### config.mk
export PLATFORM = sky130hd
export DESIGN_NAME = systick_timer
export DESIGN_NICKNAME = d
export VERILOG_FILES = /design/src/rtl/systick_pkg.sv /design/src/rtl/st_ctrl_regs.sv /design/src/rtl/st_down_counter.sv /design/src/rtl/st_event.sv /design/src/rtl/st_read_port.sv /design/src/rtl/systick_timer.sv
export SDC_FILE = /design/constraint.sdc
export NUM_CORES = 1
export LEC_CHECK = 0
export BUFFER_PORTS_ARGS = -buffer_cell sky130_fd_sc_hd__buf_2
export CAP_MARGIN = 20
export CORE_MARGIN = 2
export CORE_UTILIZATION = 39
export CTS_CLUSTER_DIAMETER = 40
export DETAILED_ROUTE_END_ITERATION = 16
export PLACE_DENSITY = 0.6
export SYNTH_ARGS = -nofsm -noshare
export SYNTH_HDL_FRONTEND = slang
export SYNTH_HIERARCHICAL = 1
export SYNTH_SLANG_ARGS = --single-unit
### constraint.sdc
create_clock -name clk -period 2.6 [get_ports clk]
set_input_delay 0.52 -clock clk [delete_from_list [all_inputs] [get_ports clk]]
set_output_delay 0.52 -clock clk [all_outputs]
set_load 0.02 [all_outputs]
### src/rtl/systick_pkg.sv
package systick_pkg;
  localparam int DATA_W = 32;

  localparam int IDX_CSR = 0;
  localparam int IDX_RVR = 1;
  localparam int IDX_CVR = 2;
  localparam int IDX_CAL = 3;

  localparam int BIT_EN    = 0;
  localparam int BIT_IE    = 1;
  localparam int BIT_CS    = 2;
  localparam int BIT_FLAG  = 16;
  localparam int BIT_SKEW  = 30;
  localparam int BIT_NOREF = 31;
endpackage

### src/rtl/st_ctrl_regs.sv
module st_ctrl_regs
  import systick_pkg::*;
#(
  parameter int  CNT_W = 24,
  parameter bit  NOREF = 1'b0
) (
  input  logic              clk,
  input  logic              rst_n,
  input  logic              wr_csr,
  input  logic              wr_rvr,
  input  logic [DATA_W-1:0] wdata,
  output logic              ctl_en,
  output logic              ctl_ie,
  output logic              ctl_cs,
  output logic [CNT_W-1:0]  reload
);
  always_ff @(posedge clk) begin
    if (!rst_n) begin
      ctl_en <= 1'b0;
      ctl_ie <= 1'b0;
      reload <= '0;
    end else begin
      if (wr_csr) begin
        ctl_en <= wdata[BIT_EN];
        ctl_ie <= wdata[BIT_IE];
      end
      if (wr_rvr) reload <= wdata[CNT_W-1:0];
    end
  end

  generate
    if (NOREF) begin : g_fixed_src
      assign ctl_cs = 1'b1;
    end else begin : g_sel_src
      logic cs_q;
      always_ff @(posedge clk) begin
        if (!rst_n)      cs_q <= 1'b0;
        else if (wr_csr) cs_q <= wdata[BIT_CS];
      end
      assign ctl_cs = cs_q;
    end
  endgenerate
endmodule

### src/rtl/st_down_counter.sv
module st_down_counter #(
  parameter int CNT_W = 24
) (
  input  logic             clk,
  input  logic             rst_n,
  input  logic             ctl_en,
  input  logic             ctl_cs,
  input  logic             ref_tick_en,
  input  logic [CNT_W-1:0] reload,
  input  logic             clr,
  output logic [CNT_W-1:0] cnt,
  output logic             hit
);
  localparam logic [CNT_W-1:0] ONE = CNT_W'(1);

  logic step;
  assign step = ctl_en & (ctl_cs | ref_tick_en);
  assign hit  = step & ~clr & (cnt == ONE);

  always_ff @(posedge clk) begin
    if (!rst_n)            cnt <= '0;
    else if (clr)          cnt <= '0;
    else if (step) begin
      if (cnt == '0)       cnt <= reload;
      else                 cnt <= cnt - ONE;
    end
  end
endmodule

### src/rtl/st_event.sv
module st_event (
  input  logic clk,
  input  logic rst_n,
  input  logic hit,
  input  logic ctl_ie,
  input  logic rd_csr,
  input  logic wr_cvr,
  output logic flag,
  output logic irq
);
  always_ff @(posedge clk) begin
    if (!rst_n) begin
      flag <= 1'b0;
      irq  <= 1'b0;
    end else begin
      irq <= hit & ctl_ie;
      if (hit)                  flag <= 1'b1;
      else if (rd_csr | wr_cvr) flag <= 1'b0;
    end
  end
endmodule

### src/rtl/st_read_port.sv
module st_read_port
  import systick_pkg::*;
#(
  parameter int           CNT_W = 24,
  parameter int           IDX_W = 3,
  parameter logic [23:0]  TENMS = 24'h0,
  parameter bit           SKEW  = 1'b0,
  parameter bit           NOREF = 1'b0
) (
  input  logic              clk,
  input  logic              rst_n,
  input  logic              rd_en,
  input  logic [IDX_W-1:0]  idx,
  input  logic              ctl_en,
  input  logic              ctl_ie,
  input  logic              ctl_cs,
  input  logic              flag,
  input  logic [CNT_W-1:0]  reload,
  input  logic [CNT_W-1:0]  cnt,
  output logic [DATA_W-1:0] rdata
);
  logic [DATA_W-1:0] mux;

  always_comb begin
    mux = '0;
    case (idx)
      IDX_W'(IDX_CSR): begin
        mux[BIT_EN]   = ctl_en;
        mux[BIT_IE]   = ctl_ie;
        mux[BIT_CS]   = ctl_cs;
        mux[BIT_FLAG] = flag;
      end
      IDX_W'(IDX_RVR): mux[CNT_W-1:0] = reload;
      IDX_W'(IDX_CVR): mux[CNT_W-1:0] = cnt;
      IDX_W'(IDX_CAL): begin
        mux[23:0]      = TENMS;
        mux[BIT_SKEW]  = SKEW;
        mux[BIT_NOREF] = NOREF;
      end
      default: mux = '0;
    endcase
  end

  always_ff @(posedge clk) begin
    if (!rst_n)     rdata <= '0;
    else if (rd_en) rdata <= mux;
  end
endmodule

### src/rtl/systick_timer.sv
module systick_timer
  import systick_pkg::*;
#(
  parameter int          ADDR_W = 5,
  parameter int          CNT_W  = 24,
  parameter logic [23:0] TENMS  = 24'h01E848,
  parameter bit          SKEW   = 1'b1,
  parameter bit          NOREF  = 1'b0
) (
  input  logic              clk,
  input  logic              rst_n,
  input  logic [ADDR_W-1:0] bus_addr,
  input  logic              bus_wr_en,
  input  logic [31:0]       bus_wdata,
  input  logic              bus_rd_en,
  output logic [31:0]       bus_rdata,
  input  logic              ref_tick_en,
  output logic              tick_irq
);
  localparam int IDX_W = ADDR_W - 2;

  logic [IDX_W-1:0] idx;
  logic             wr_csr, wr_rvr, wr_cvr, rd_csr;
  logic             ctl_en, ctl_ie, ctl_cs;
  logic [CNT_W-1:0] reload, cnt_q;
  logic             hit, flag_q;

  assign idx    = bus_addr[ADDR_W-1:2];
  assign wr_csr = bus_wr_en & (idx == IDX_W'(IDX_CSR));
  assign wr_rvr = bus_wr_en & (idx == IDX_W'(IDX_RVR));
  assign wr_cvr = bus_wr_en & (idx == IDX_W'(IDX_CVR));
  assign rd_csr = bus_rd_en & (idx == IDX_W'(IDX_CSR));

  st_ctrl_regs #(.CNT_W(CNT_W), .NOREF(NOREF)) u_regs (
    .clk(clk), .rst_n(rst_n), .wr_csr(wr_csr), .wr_rvr(wr_rvr),
    .wdata(bus_wdata), .ctl_en(ctl_en), .ctl_ie(ctl_ie), .ctl_cs(ctl_cs),
    .reload(reload)
  );

  st_down_counter #(.CNT_W(CNT_W)) u_cnt (
    .clk(clk), .rst_n(rst_n), .ctl_en(ctl_en), .ctl_cs(ctl_cs),
    .ref_tick_en(ref_tick_en), .reload(reload), .clr(wr_cvr),
    .cnt(cnt_q), .hit(hit)
  );

  st_event u_evt (
    .clk(clk), .rst_n(rst_n), .hit(hit), .ctl_ie(ctl_ie),
    .rd_csr(rd_csr), .wr_cvr(wr_cvr), .flag(flag_q), .irq(tick_irq)
  );

  st_read_port #(
    .CNT_W(CNT_W), .IDX_W(IDX_W), .TENMS(TENMS), .SKEW(SKEW), .NOREF(NOREF)
  ) u_rd (
    .clk(clk), .rst_n(rst_n), .rd_en(bus_rd_en), .idx(idx),
    .ctl_en(ctl_en), .ctl_ie(ctl_ie), .ctl_cs(ctl_cs), .flag(flag_q),
    .reload(reload), .cnt(cnt_q), .rdata(bus_rdata)
  );
endmodule

==> results of run 1 <==
## synth_stat cells (6+ instances only)
master    count  area share
clkbuf_1     10      0.0094
buf_4         9       0.017
o21ai_0      20       0.025
nor4_1        6      0.0094
nand2_1      48       0.045
o31ai_2       6       0.019
nor2_1       22       0.021
dfxtp_1      78        0.39
inv_1        10      0.0094
nand4_1       6      0.0094
o22ai_1      10       0.016
nand3_1       6      0.0075
nor2b_1      33       0.052
a22oi_1      15       0.028
nor3_1       13       0.016
or4_1         6       0.011
a21oi_1      22       0.028
a31oi_1       8       0.013
mux2i_1      37       0.093
o21ai_1       6      0.0075
or3_1         6      0.0094
## logic make-up after synthesis
family / synth area share
other cells: 0.000938
mux: 0.106
flops: 0.390
buf+inv: 0.0717
compound gates: 0.186
simple gates: 0.236
fa+ha+maj: 0.00939
## routing by layer
| layer | up-vias | wire [µm] | GRT usage |
|---|---|---|---|
| li1 | 1742 | - | - |
| met1 | 1667 | 4880 | 0.262 |
| met2 | 119 | 4880 | 0.308 |
| met3 | 14 | 667 | 0.0501 |
| met4 | 0 | 151 | 0.0648 |
| met5 | - | 0 | 0 |
## state kept, by name, indices dropped and copies added (netlist names)
name,count
u_evt/irq,1
u_rd/rdata,25
u_regs/ctl_ie,1
u_evt/flag,1
u_regs/ctl_cs,1
u_regs/reload,24
u_cnt/cnt,24
u_regs/ctl_en,1
## power groups by stage
stage / logic [W] / clock network, W / registers, W
floorplan: 0.000219 / 0 / 0.00125
global placement: 0.000303 / 0 / 0.00125
detailed placement: 0.000309 / 0 / 0.00125
CTS: 0.000310 / 0.00103 / 0.00122
global route: 0.000340 / 0.00110 / 0.00123
finish: 0.000314 / 0.00101 / 0.00122
## area by class of cell
cell class	instances	area (µm²)
multi-input cells	333	2170
flip-flops and latches	78	1560
clock buffers	9	124
clock inverters	7	98.8
repair buffers	78	443
well taps	133	166
fillers	984	5260
inverters	10	37.5
## how the worst max path moves through the flow
stage	start	end	slack, ns	cells after the start
finish	u_cnt/cnt[12]	u_cnt/cnt[23]	0.21	5
global route	u_cnt/cnt[12]	u_cnt/cnt[23]	0.14	5
CTS	u_cnt/cnt[12]	u_cnt/cnt[23]	0.22	5
detailed placement	u_cnt/cnt[12]	u_cnt/cnt[23]	0.23	5
global placement	u_cnt/cnt[12]	u_cnt/cnt[23]	0.27	5
floorplan	u_cnt/cnt[11]	u_cnt/cnt[23]	0.33	5
## stage by stage
stage | setup WS (ns) | std cells | hold slack, ns | area [µm²] | utilization
6_report | 0.205 | 648 | 0.425 | 4600 | 0.467
5_1_grt | 0.143 | 648 | 0.405 | 4600 | 0.467
4_1_cts | 0.225 | 648 | 0.409 | 4600 | 0.467
3_5_place_dp | 0.233 | 632 | 0.439 | 4380 | 0.444
3_3_place_gp | 0.272 | 632 | 0.431 | 4380 | 0.444
2_1_floorplan | 0.329 | 454 | 0.462 | 4020 | -
## critical path: stages, from the launching register on
cell and delay [ns]:
dfxtp_1 0.37, or4_4 0.56, or4_4 0.45, or3_1 0.38, or4_1 0.40, a31oi_1 0.17
## layout by cell type, fill, tap and decap left out, types with 4 or more instances in the layout
master	count
nand2_1	48
nor3_1	13
nand3_1	6
o22ai_1	10
nor4_1	6
a221oi_1	4
o31ai_2	6
nor2_1	22
nand4_1	6
buf_4	21
dfxtp_1	78
mux2i_1	37
o31ai_1	5
conb_1	7
or4_1	6
o21ai_0	19
a31oi_1	8
clkbuf_8	9
a22oi_1	15
a21oi_1	22
or3_1	6
nor2b_1	33
o21ai_1	7
buf_2	57
inv_1	10
==> summary.md, run 1 <==
| Metric | Value |
|---|---|
| Status | completed |
| CTS tree | done |
| Die area | 0.0111 mm² |
| DR iter-0 viols | between 200 and 250 |
| Final worst path period share | 0.921 |
| Wire length per cell | 16.3 µm |
| Area grow syn2layout | 15.1% |
| Worst hold path class | input pin to flip-flop |
| GRT overflow | 0 |
| ANT cells | 0 |
| Chip Width | 105 µm |
| Maximum clock insertion buffer count | 2 |
| CP Launch Type | flip-flop |
| Sequential area share after synthesis | 0.390 |
| H-tree depth | 3 |
| Yosys warnings | 6 |
| Post-synthesis cell area | ~0.0040 mm² |
| Flop pwr share | 0.481 |
| Worst EP arrival | 2.67 ns |
| #FFs+latches synth | 78 |
| # setup viols final | 0 |
| Final wirelength | roughly 11 mm |
| Main synth FF type | dfxtp_1 |
| Min Clock Period, post-route | 2.39 ns |
| Clock transition at path regs | ~0.080 ns |
| Core area | between 0.009 and 0.01 mm² |
| Setup repair after global routing missed its margin | false |
| R2R setup slack | 0.21 ns |
| Clock power share | 0.396 |
| IO buf count | 57 |
| Clock Skew | 0.00568 ns |
| HP Start | bus_wdata[5] |
| Initial Util | 0.405 |
| Skew-Pair Late Insertion Delay | 0.35 ns |
| Cell variety after synth | 58 |
| Fmax | 0.418 GHz |
| Clock sinks | 78 |
| # IOs | 75 |
| Antenna Nets Post-Route | 0 |
| Syn avg cell area | 8.93 µm² |
| TritonCTS Buffers | 9 |
| GR Util All Layers | 0.196 |
| Cts hold-fix bufs | 0 |
| Worst Path Required | 2.88 ns |
| Switching share of power | 0.263 |
| Tot Pwr | 0.00255 W |
| Max_slew headroom | 0.604 |
| Setup TNS | 0 ns |
| Post-synth EDFFs | 0 |
| Postcts setup bufs | 0 |
| Post-DP HPWL | 7.59 mm |
| PostCTS Resize Cnt | 0 |
| First-pass GRT wire length | between 15 and 20 mm |
| Pleak | 1.79 nW |
| Vias/cell | ~5.5 |
| GPL Wtd Cong | 0.914 |
| Number of remaining DRC errors | 0 |
| Worst-Margin Slew | between 0.5 and 0.6 ns |
| Hold Crit Endpoint | u_regs/reload[5] |
| Hold-critical path depth | 3 |
| Worst-path fanout max | 6 |
| Fin. max-slew vios | 0 |
| Reg-to-Reg Start | u_cnt/cnt[12] |
| Initial antenna violation count | 0 |
| Share of cells above drive strength 1 | 0.231 |
| Routed via count | 3,542 |
| Asr flop ratio synth | 0 |
| WS Path Type | flip-flop to flip-flop |
| Critical R2R Capture | u_cnt/cnt[23] |
| Vias in the first global route | ~3,400 |
| Die Y | 105 µm |
| CP endpoint kind | flip-flop |
| Endpoints failing hold | 0 |
| First-pass DRT Iterations | 4 |
| Max-cap check violation count | 0 |
| Gate Count Post-Synth | ~450 |
| CTS root buf | clkbuf_8 |
| Fin nets | 555 |
| Row cnt | 36 |
| Comb pwr share | 0.123 |
| VDD IR-drop max | between 0.2 and 0.3 mV |
| Pin count of the biggest net entering global routing | 25 |
| Net Switching | 0.000670 W |
| Cell internal pwr | 0.00188 W |
| Pwr/cell area | 553 mW/mm² |
| Worst Reg-to-Reg Cells | 5 |
Note: power is estimated with default switching activity, not from simulation.
==> run 2, diff against run 1 <==
- ABC_AREA: default -> 1
- CORE_UTILIZATION: 39 -> 40
- PLACE_DENSITY: 0.6 -> 0.61
==> summary.md, run 2 <==
| Metric | Value |
|---|---|
| R2R setup slack | 0.64 ns |
| Pwr/cell area | 534 mW/mm² |
| Clock power share | 0.340 |
| IO buf count | between 50 and 60 |
| Fin nets | 794 |
| Row cnt | 38 |
| Fin. max-slew vios | 0 |
| Fmax | 0.510 GHz |
| Clock Skew | 0.00512 ns |
| ANT cells | 0 |
| Worst Reg-to-Reg Cells | 8 |
| # fillers | around 1,200 |
| Min Clock Period, post-route | 1.96 ns |
| Status | completed |
| Most common cell in the netlist | nand2_1 |
| CP endpoint kind | flip-flop |
| Commonest cells post-synth | nand2_1, nor2_1, dfxtp_1 |
| Most flops, register | u_rd/rdata |
| Cell variety after synth | 32 |
| Hold-critical path depth | 5 |
| Initial antenna violation count | 0 |
| Tot Pwr | 0.00262 W |
| Chip Width | around 110 µm |
| PostCTS Resize Cnt | 0 |
| Biggest regs | u_rd/rdata: 25 flops, u_cnt/cnt: 24 flops, u_regs/reload: 24 flops |
| HP Start | bus_wdata[5] |
| CTS root buf | clkbuf_8 |
| Worst Path Required | ~2.9 ns |
| Pin count of the biggest net entering global routing | 46 |
| Worst-Margin Slew | just under 0.8 ns |
| Placed Area | 0.00473 mm² |
| #FFs+latches synth | 78 |
| Gate Count Post-Synth | 705 |
| Skew-Pair Late Insertion Delay | 0.35 ns |
| Cts hold-fix bufs | 0 |
| Endpoints failing hold | 0 |
| Main synth FF type | dfxtp_1 |
| Synth area leader | dfxtp_1 |
| Cell Count, Final, Fillers Out | around 890 |
| Wire length per cell | 12.7 µm |
| First-pass DRT Iterations | 5 |
| Worst EP arrival | 2.23 ns |
| Worst-path fanout max | 45 |
| Final worst path period share | 0.754 |
| Final worst slack | about 0.64 ns |
| GRT overflow | 0 |
| Clock sinks | 78 |
| Vias in the first global route | 4,065 |
| First-pass GRT wire length | between 15 and 20 mm |
| Setup repair after global routing missed its margin | false |
| DR iter-0 viols | about 280 |
| Cell area after layout | 0.00491 mm² |
| Post-DP HPWL | 8.32 mm |
| CP Launch Type | flip-flop |
| Core area | 0.0108 mm² |
| Share of cells above drive strength 1 | 0.135 |
| Asr flop ratio synth | 0 |
| Pleak | 2.31 nW |
| TritonCTS Buffers | 9 |
| Final wirelength | roughly 11 mm |
| Maximum clock insertion buffer count | 2 |
| Antenna Nets Post-Route | 0 |
| Net Switching | 0.000803 W |
| Switching share of power | 0.306 |
| Reg-to-Reg Start | u_cnt/cnt[0] |
| Most common cell after layout, fill and taps aside | nand2_1 |
| Yosys warnings | 6 |
| VDD IR-drop max | 0.367 mV |
| GPL Wtd Cong | roughly 0.84 |
| Routed via count | about 4,400 |
| Comb pwr share | 0.183 |
| Setup TNS | 0 ns |
| Postcts setup bufs | 0 |
| Pre-CTS WS | 0.467 ns |
| Flop pwr share | 0.476 |
| Worst hold path class | input pin to flip-flop |
| Max-cap check violation count | 0 |
| Clock transition at path regs | roughly 0.08 ns |
| Max_slew headroom | 0.470 |
| Max reg flops | 25 |
| Area grow syn2layout | 11.9% |
| Hold Crit Endpoint | u_regs/reload[5] |
| CTS tree | done |
| H-tree depth | 3 |
| WS Path Type | flip-flop to flip-flop |
| Cell internal pwr | between 0.0015 and 0.002 W |
| Vias/cell | 4.90 |
| Die Y | 109 µm |
| Commonest cells after routing, fill and taps aside | nand2_1, nor2_1, dfxtp_1, inv_1, buf_2 |
| GR Util All Layers | 0.199 |
| Sequential area share after synthesis | 0.356 |
| # IOs | 75 |
| Ranking of synthesized cells by area | dfxtp_1, nand2_1, nor2_1, nand3_1, a21oi_1 |
| Critical R2R Capture | u_cnt/cnt[12] |
| Initial Util | 0.407 |
| Post-synthesis cell area | 0.00439 mm² |
| Number of remaining DRC errors | 0 |
| Die area | 0.0118 mm² |
| Inst Count DP | ~900 |
| # setup viols final | 0 |
| Post-synth EDFFs | 0 |
| Syn avg cell area | roughly 6.2 µm² |
| Synth top area share | 0.356 |
## run 2: cell types whose count changed in the layout (fill, tap and decap cells not counted), moves of 33 or more
cell / before / now
inv_1: 10 / 57
nor2b_1: 33 / 0
nor2_1: 22 / 126
mux2i_1: 37 / 0
nand3_1: 6 / 50
nand2_1: 48 / 229
## run 2: layout make-up
| type | count | area, µm² | area share |
|---|---|---|---|
| Clock buffer | 12 | 135 | 0.0275 |
| Clock inverter | 4 | 47.5 | 0.00968 |
| Inverter | 61 | 229 | 0.0466 |
| Multi-Input combinational cell | 535 | 2400 | 0.489 |
| Sequential cell | 78 | 1560 | 0.318 |
| Tap cell | 140 | 175 | 0.0357 |
| Timing Repair Buffer | 64 | 363 | 0.0739 |
## run 2: worst max path at each step
stage	endpoint	cells past startpoint	slack (ns)	startpoint
floorplan	u_evt/flag	5	1.06	ref_tick_en
global placement	u_cnt/cnt[3]	6	0.52	bus_addr[2]
detailed placement	u_cnt/cnt[4]	6	0.47	bus_addr[2]
CTS	u_cnt/cnt[0]	8	0.68	u_cnt/cnt[0]
global route	u_cnt/cnt[19]	9	0.46	u_cnt/cnt[0]
finish	u_cnt/cnt[12]	8	0.64	u_cnt/cnt[0]
## run 2: per-layer routing
metal	wire [µm]	up-vias	track usage	share of wire
li1	-	2287	-	-
met1	5070	1981	0.242	0.45
met2	5550	94	0.347	0.49
met3	548	19	0.0389	0.048
met4	222	0	0.0769	0.019
met5	0	-	0	0
## run 2: kinds of logic (layout without fill, tap and decap cells)
kind of cell | Yosys count | after routing | synth area share
simple gates | 445 | 445 | 0.431
buf+inv | 98 | 141 | 0.105
flops | 78 | 78 | 0.356
compound gates | 76 | 76 | 0.0904
xor+xnor | 4 | 4 | 0.00799
fa+ha+maj | 3 | 3 | 0.00856
other cells | 1 | 7 | 0.000855
## run 2: metrics by stage
step                utilization  hold slack [ns]
finish                    0.455            0.451
global route              0.455            0.452
CTS                       0.455            0.431
detailed placement        0.438            0.456
global placement          0.438            0.445
floorplan                     -            0.422
## run 2: power groups by stage
stage | Combinational (W) | Sequential [W] | Clock (W)
2_1_floorplan | 0.000382 | 0.00128 | 0
3_3_place_gp | 0.000472 | 0.00128 | 0
3_5_place_dp | 0.000478 | 0.00128 | 0
4_1_cts | 0.000480 | 0.00125 | 0.000927
5_1_grt | 0.000547 | 0.00125 | 0.000969
6_report | 0.000481 | 0.00125 | 0.000893
## run 2: worst max-delay path: stages (launching register included)
cell and delay (ns):
dfxtp_1 0.38, inv_1 0.14, ha_1 0.16, nand2_1 0.08
nor2_4 0.14, nand3_4 0.42, nand3_1 0.30, nand2_1 0.08
a21oi_1 0.17
